**config.mk**
```make
export PLATFORM = sky130hd
export DESIGN_NAME = prienc_chain
export DESIGN_NICKNAME = d
export VERILOG_FILES = /design/src/rtl/pe_pkg.sv /design/src/rtl/pe_pick.sv /design/src/rtl/pe_pack.sv /design/src/rtl/pe_stage.sv /design/src/rtl/prienc_chain.sv
export SDC_FILE = /design/constraint.sdc
export NUM_CORES = 1
export LEC_CHECK = 0
export BUFFER_PORTS_ARGS = -buffer_cell sky130_fd_sc_hd__buf_2
export CAP_MARGIN = 20
export CORE_ASPECT_RATIO = 0.9
export CORE_MARGIN = 4
export CORE_UTILIZATION = 34
export DETAILED_ROUTE_END_ITERATION = 12
export GPL_ROUTABILITY_DRIVEN = 0
export SYNTH_ARGS = -nofsm -noshare
export SYNTH_HDL_FRONTEND = slang
export SYNTH_HIERARCHICAL = 1
export SYNTH_SLANG_ARGS = --single-unit
```
**constraint.sdc**
```tcl
create_clock -name vclk -period 7.6
set_clock_uncertainty 0.05 [all_clocks]
set_input_delay 1.52 -clock vclk [all_inputs]
set_output_delay 1.52 -clock vclk [all_outputs]
set_load 0.02 [all_outputs]
```
**src/rtl/pe_pkg.sv**
```systemverilog
package pe_pkg;
  parameter int unsigned PE_LANES  = 8;
  parameter int unsigned PE_STAGES = 2;
endpackage

```
**src/rtl/pe_pick.sv**
```systemverilog
module pe_pick #(
  parameter int unsigned LANES = pe_pkg::PE_LANES
) (
  input  logic             en,
  input  logic [LANES-1:0] req,
  output logic [LANES-1:0] hot
);
  for (genvar i = 0; i < LANES; i++) begin : g_lane
    if (i == LANES - 1) begin : g_top
      assign hot[i] = en & req[i];
    end else begin : g_rest
      assign hot[i] = en & req[i] & ~(|req[LANES-1:i+1]);
    end
  end

  always_comb begin
    AST_WINNER_ONEHOT: assert ($onehot0(hot));
  end
endmodule

```
**src/rtl/pe_pack.sv**
```systemverilog
module pe_pack #(
  parameter int unsigned LANES = pe_pkg::PE_LANES,
  localparam int unsigned CW = $clog2(LANES)
) (
  input  logic [LANES-1:0] hot,
  output logic [CW-1:0]    code,
  output logic             any
);
  always_comb begin
    code = '0;
    for (int i = 0; i < LANES; i++) begin
      if (hot[i]) code = code | CW'(i);
    end
    any = |hot;
  end
endmodule

```
**src/rtl/pe_stage.sv**
```systemverilog
module pe_stage #(
  parameter int unsigned LANES = pe_pkg::PE_LANES,
  localparam int unsigned CW = $clog2(LANES)
) (
  input  logic [LANES-1:0] req_n,
  input  logic             ei_n,
  output logic [CW-1:0]    code_n,
  output logic             gs_n,
  output logic             eo_n
);
  logic             en;
  logic [LANES-1:0] req;
  logic [LANES-1:0] hot;
  logic [CW-1:0]    code;
  logic             any;

  assign en  = ~ei_n;
  assign req = ~req_n;

  pe_pick #(.LANES(LANES)) u_pick (.en(en), .req(req), .hot(hot));
  pe_pack #(.LANES(LANES)) u_pack (.hot(hot), .code(code), .any(any));

  assign code_n = ~code;
  assign gs_n   = ~any;
  assign eo_n   = ~(en & ~(|req));

  always_comb begin
    AST_GS_EO_EXCL: assert (!(!gs_n && !eo_n));
    AST_DISABLED_QUIET: assert (!ei_n || (gs_n && eo_n && &code_n));
    AST_IDLE_CODE_HIGH: assert (!(!eo_n) || &code_n);
  end
endmodule

```
**src/rtl/prienc_chain.sv**
```systemverilog
module prienc_chain #(
  parameter int unsigned LANES  = pe_pkg::PE_LANES,
  parameter int unsigned STAGES = pe_pkg::PE_STAGES,
  localparam int unsigned TOTAL = LANES * STAGES,
  localparam int unsigned LCW   = $clog2(LANES),
  localparam int unsigned SCW   = $clog2(STAGES),
  localparam int unsigned CW    = LCW + SCW
) (
  input  logic [TOTAL-1:0] req_n,
  input  logic             ei_n,
  output logic [CW-1:0]    code_n,
  output logic             gs_n,
  output logic             eo_n
);
  logic [LCW-1:0]  st_code_n [STAGES];
  logic [STAGES-1:0] st_gs_n;
  logic [STAGES-1:0] st_eo_n;
  logic [STAGES:0]   chain_n;

  assign chain_n[STAGES] = ei_n;

  for (genvar s = 0; s < STAGES; s++) begin : g_stage
    pe_stage #(.LANES(LANES)) u_stage (
      .req_n (req_n[s*LANES +: LANES]),
      .ei_n  (chain_n[s+1]),
      .code_n(st_code_n[s]),
      .gs_n  (st_gs_n[s]),
      .eo_n  (st_eo_n[s])
    );
    assign chain_n[s] = st_eo_n[s];
  end

  logic [LCW-1:0] low_n;
  logic [SCW-1:0] sel;

  always_comb begin
    low_n = '1;
    sel   = '0;
    for (int s = 0; s < STAGES; s++) begin
      low_n = low_n & st_code_n[s];
      if (!st_gs_n[s]) sel = sel | SCW'(s);
    end
  end

  assign code_n = {~sel, low_n};
  assign gs_n   = &st_gs_n;
  assign eo_n   = st_eo_n[0];

  always_comb begin
    AST_ONE_STAGE_ACTIVE: assert ($countones(~st_gs_n) <= 1);
    AST_TOP_GS_EO_EXCL: assert (!(!gs_n && !eo_n));
  end
endmodule

```
Word level (Yosys, flattened, before mapping)
Cells that the tools add are included.
Widths: inputs -> output; s select.

storage, ports and cells
  register bits = 0
  bits of input ports = 17
  output and inout port bits = 6
  logic and storage cells = 88

operators by class
  multiplexer cells = 14
  bitwise logic cells = 57
  reductions and logical operators = 17

operators with widths
  operator          number
  $and 1x1->1       32
  $reduce_or 8->1   4
  $mux 3            8
  $not 1->1         20
  $not 8->8         2
  $reduce_or 7->1   2
  $reduce_or 6->1   2
  $reduce_or 5->1   2
  $mux 2            4
  $reduce_or 4->1   2
  $not 3->3         2
  $reduce_or 3->1   2
  $reduce_or 2->1   2
  $and 3x3->3       1
  $mux 1            2
  $reduce_and 2->1  1

Longest topological paths before layout
  word-level depth = 15
  depth in mapped cells = 9

Modules after synthesis
Netlist, hierarchy kept.

modules (own cells, without submodules)
  module        instances  cells each  area each (sq um)  sequential area each (sq um)
  pe_pick       2          13          126.4              0.0
  pe_stage      2          16          67.6               0.0
  pe_pack       2          5           48.8               0.0
  prienc_chain  1          5           32.5               0.0

Worst setup path before layout
No wires, ideal clock.

  path kind = input to output
  start = input port req_n[15]
  end = output port gs_n
  arrival time = 3.332 ns
  data required time = 6.030 ns
  path slack = 2.698 ns
  stages = 9
  path buffers = 0
  path through = inv_1 or4_1 inv_1 or4b_4 nor4_4 nor4_1 nand2b_4 inv_1 and2_1

between the ends
  cells in the longest elaborated chain, start to end = 9
  elaborated cells between the ends (all ways) = 45

RTL lines
  item                           line                text
  start: declaration             prienc_chain.sv:9   input logic [TOTAL-1:0] req_n,
  $not 8->8                      pe_stage.sv:18      assign req = ~req_n;
  $reduce_or 8->1                pe_stage.sv:25      assign eo_n = ~(en & ~(|req));
  $not 1->1                      pe_stage.sv:25
  $and 1x1->1                    pe_stage.sv:25
  via g_stage[0].u_stage.en      pe_stage.sv:11      logic en;
  $and 1x1->1 (2 in series)      pe_pick.sv:12       assign hot[i] = en & req[i] & ~(|req[LANES-1:i+1]);
  via g_stage[0].u_stage.hot[1]  pe_stage.sv:13      logic [LANES-1:0] hot;
  $reduce_or 8->1                pe_pack.sv:14       any = |hot;
  via g_stage[0].u_stage.any     pe_stage.sv:15      logic any;
  $not 1->1                      pe_stage.sv:24      assign gs_n = ~any;
  via st_gs_n[0]                 prienc_chain.sv:16  logic [STAGES-1:0] st_gs_n;
  $reduce_and 2->1               prienc_chain.sv:46  assign gs_n = &st_gs_n;
  end: declaration               prienc_chain.sv:12  output logic gs_n,

The timed path passes the listed nets, and every way through them passes these cells.

Final worst setup path
  start = input port req_n[15]
  end = output port gs_n

between the ends
  cells in the longest elaborated chain, start to end = 9
  elaborated cells between the ends (all ways) = 45

RTL lines
  item                           line                text
  $not 8->8                      pe_stage.sv:18
  via g_stage[1].u_stage.req[7]  pe_stage.sv:12      logic [LANES-1:0] req;
  $reduce_or 8->1                pe_stage.sv:25
  $not 1->1                      pe_stage.sv:25
  $and 1x1->1                    pe_stage.sv:25
  via g_stage[0].u_stage.en      pe_stage.sv:11
  $and 1x1->1 (2 in series)      pe_pick.sv:12
  via g_stage[0].u_stage.hot[1]  pe_stage.sv:13
  $reduce_or 8->1                pe_pack.sv:14
  via g_stage[0].u_stage.any     pe_stage.sv:15
  $not 1->1                      pe_stage.sv:24
  via st_gs_n[0]                 prienc_chain.sv:16
  $reduce_and 2->1               prienc_chain.sv:46

The timed path passes the listed nets, and every way through them passes these cells.

==> results.py <==
metrics = {
    "grt": {
        "grt_max_degree": 6,
        "grt_pass1_wl_mm": 1.86,
        "antenna_found_initial": 0,
        "grt_overflow": 0,
        "grt_pass1_vias": 462,
        "grt_usage_pct": 9.72,
    },
    "finish": {
        "fin_nets": 114,
        "fillCellCount": 150,
        "n_sequential_cell": 0,
        "regArea_sq_um": 0,
        "n_clock_buffer": 0,
        "final_util_pct": 44.5,
        "synthToLayoutAreaGrowth_pct": 24.4,
        "drive_gt1_share_pct": 43.2,
        "n_antenna_cell": 0,
        "multi_input_area_sq_um": 405,
    },
    "timing": {
        "hold_slack_ns": 3.39,
        "fin_ws_ns": 2.44,
        "tightest_slew_ns": 0.516,
        "slew_headroom_pct": 65.3,
        "period_minus_slack_ns": 5.16,
        "fin_tns_setup_ns": 0,
        "finalSetupViolCount": 0,
        "min_period_over_period_pct": 67.8,
        "finalMaxSlewViolations": 0,
        "hold_viol_final": 0,
        "fmax_mhz": 194,
        "rsz0062_at_grt": "no",
    },
    "clock_tree": {
        "ctsHoldBuffers": 0,
        "post_cts_buffers": 0,
        "cts_resized": 0,
    },
    "routing": {
        "wl_per_cell_microns": 9.08,
        "vias": 522,
        "drt_wl_total_microns": 999,
        "dr.first_iter.drc_count": 3,
        "antenna_left": 0,
        "first_pass_iters": 4,
        "routed_via_density": 4.75,
        "drc_errors": 0,
    },
    "yosys": {
        "syn_nets": 90,
        "syn_area_per_cell_sq_um": 7.10,
        "synth_area_sq_um": 518,
        "yosysWarningCount": 6,
        "seq_area_frac_synth_pct": 0,
        "synth.area.top_cells": "inv_1 20%, nor4b_4 9.2%, nor4_4 8.2%",
        "synth_top_cell_area_share_pct": 20.3,
        "synthTopCellsByCount": "28 x inv_1, 6 x and2_1, 4 x nor2_1, 4 x or4_2",
        "syn-instance-count": 73,
        "ys_types": 20,
        "yosysMostFrequentCell": "inv_1",
        "yosys.area.top_type": "inv_1",
    },
    "floorplanning": {
        "fp.coreArea_sq_mm": 0.00145,
        "dieArea_sq_mm": 0.00221,
        "rows": 13,
        "pin_count": 23,
        "die_width_microns": 49.1,
        "start_util_pct": 35.8,
        "die_h_microns": 45.0,
    },
    "hold_path": {
        "hp-class": "input pin to output pin",
        "holdPathStages": 4,
        "min_from": "req_n[6]",
        "hold_end": "eo_n",
    },
    "power_and_ir_drop": {
        "power_density_mw_per_mm2": 38.2,
        "peakVddDrop_v": 0.0000148,
        "power.total_mw": 0.0246,
        "p_leak_nw": 0.348,
    },
    "status": {
        "status": "completed",
    },
    "critical_path": {
        "worst_setup_path_start_kind": "input pin",
        "cp-end-kind": "output pin",
        "critPathMaxFanout": 5,
        "crit_type": "input pin to output pin",
        "cpMaxStageDelayCell": "or4_1",
        "cpMostUsedCell": "inv_1",
        "cp_cell_sequence": "buf_2 -> inv_1 -> or4_1 -> inv_1 -> or4b_4 -> nor4_4 -> nor4_1 -> nand2b_4 -> inv_1 -> and2_1 -> buf_2",
        "critPathMaxStageDelay_ns": 0.53,
        "required_ns": 6.03,
        "arrival_ns": 3.59,
    },
    "place": {
        "port_buffers": 23,
        "post-place-ws_ns": 2.44,
    },
    "flow_run": {
        "max-cap-violations": 0,
    },
}
==> power by group <==
part	total [mW]	leakage (nW)	internal, mW	switching, mW
clock network	0	0	0	0
logic	0.0246	0.348	0.0111	0.0135
registers	0	0	0	0
==> cell usage in the layout (no fill, tap or decap) <==
master and count:
nand3_1 2, and4bb_2 2, nor3b_2 2, nand2_1 2, or4b_4 2, and2_1 6
nor4b_4 2, or4_1 2, nand4_1 2, or4_2 4, nor4_1 2, nor3_1 2
inv_1 28, nor4_4 2, nand2b_4 2, or4b_1 2, buf_2 23, nand2b_1 2
or4_4 2, nor2_1 4
==> how the worst max path moves through the flow <==
stage / startpoint / end / slack, ns / depth (start not counted)
6_report: req_n[15] / gs_n / 2.44 / 11
3_3_place_gp: req_n[8] / gs_n / 2.46 / 11
2_1_floorplan: req_n[15] / gs_n / 2.70 / 9
5_1_grt: req_n[8] / gs_n / 2.29 / 11
4_1_cts: req_n[8] / gs_n / 2.44 / 11
3_5_place_dp: req_n[15] / gs_n / 2.44 / 11
==> layout make-up <==
class                           instances  area share (%)
Inverter                               28            16.3
Timing Repair Buffer                   23            17.9
Tap cell                               15            2.91
Multi-Input combinational cell         44            62.9
==> cell families (layout without fill, tap and decap cells) <==
group         Yosys count  after routing  synth area share [%]
simple gates           44             44                  78.3
buf+inv                29             51                  21.7
==> per-stage QoR <==
step	std cells	area, sq um
CTS	110	644
floorplan	73	518
finish	110	644
global route	110	644
global placement	110	644
detailed placement	110	644
==> metal layers <==
| layer | routed length (microns) | part of all wire (%) | track usage, % |
|---|---|---|---|
| met1 | 523 | 52 | 14.7 |
| met2 | 404 | 40 | 16.3 |
| met3 | 71 | 7.1 | 0.330 |
| met4 | 0 | 0 | 0 |
| met5 | 0 | 0 | 0 |
==> critical path, delay by kind of cell <==
family / cells / cell delay [ns]
buf+inv: 5 / 0.42
simple gates: 6 / 1.62
Note: power is estimated with default switching activity, not from simulation.
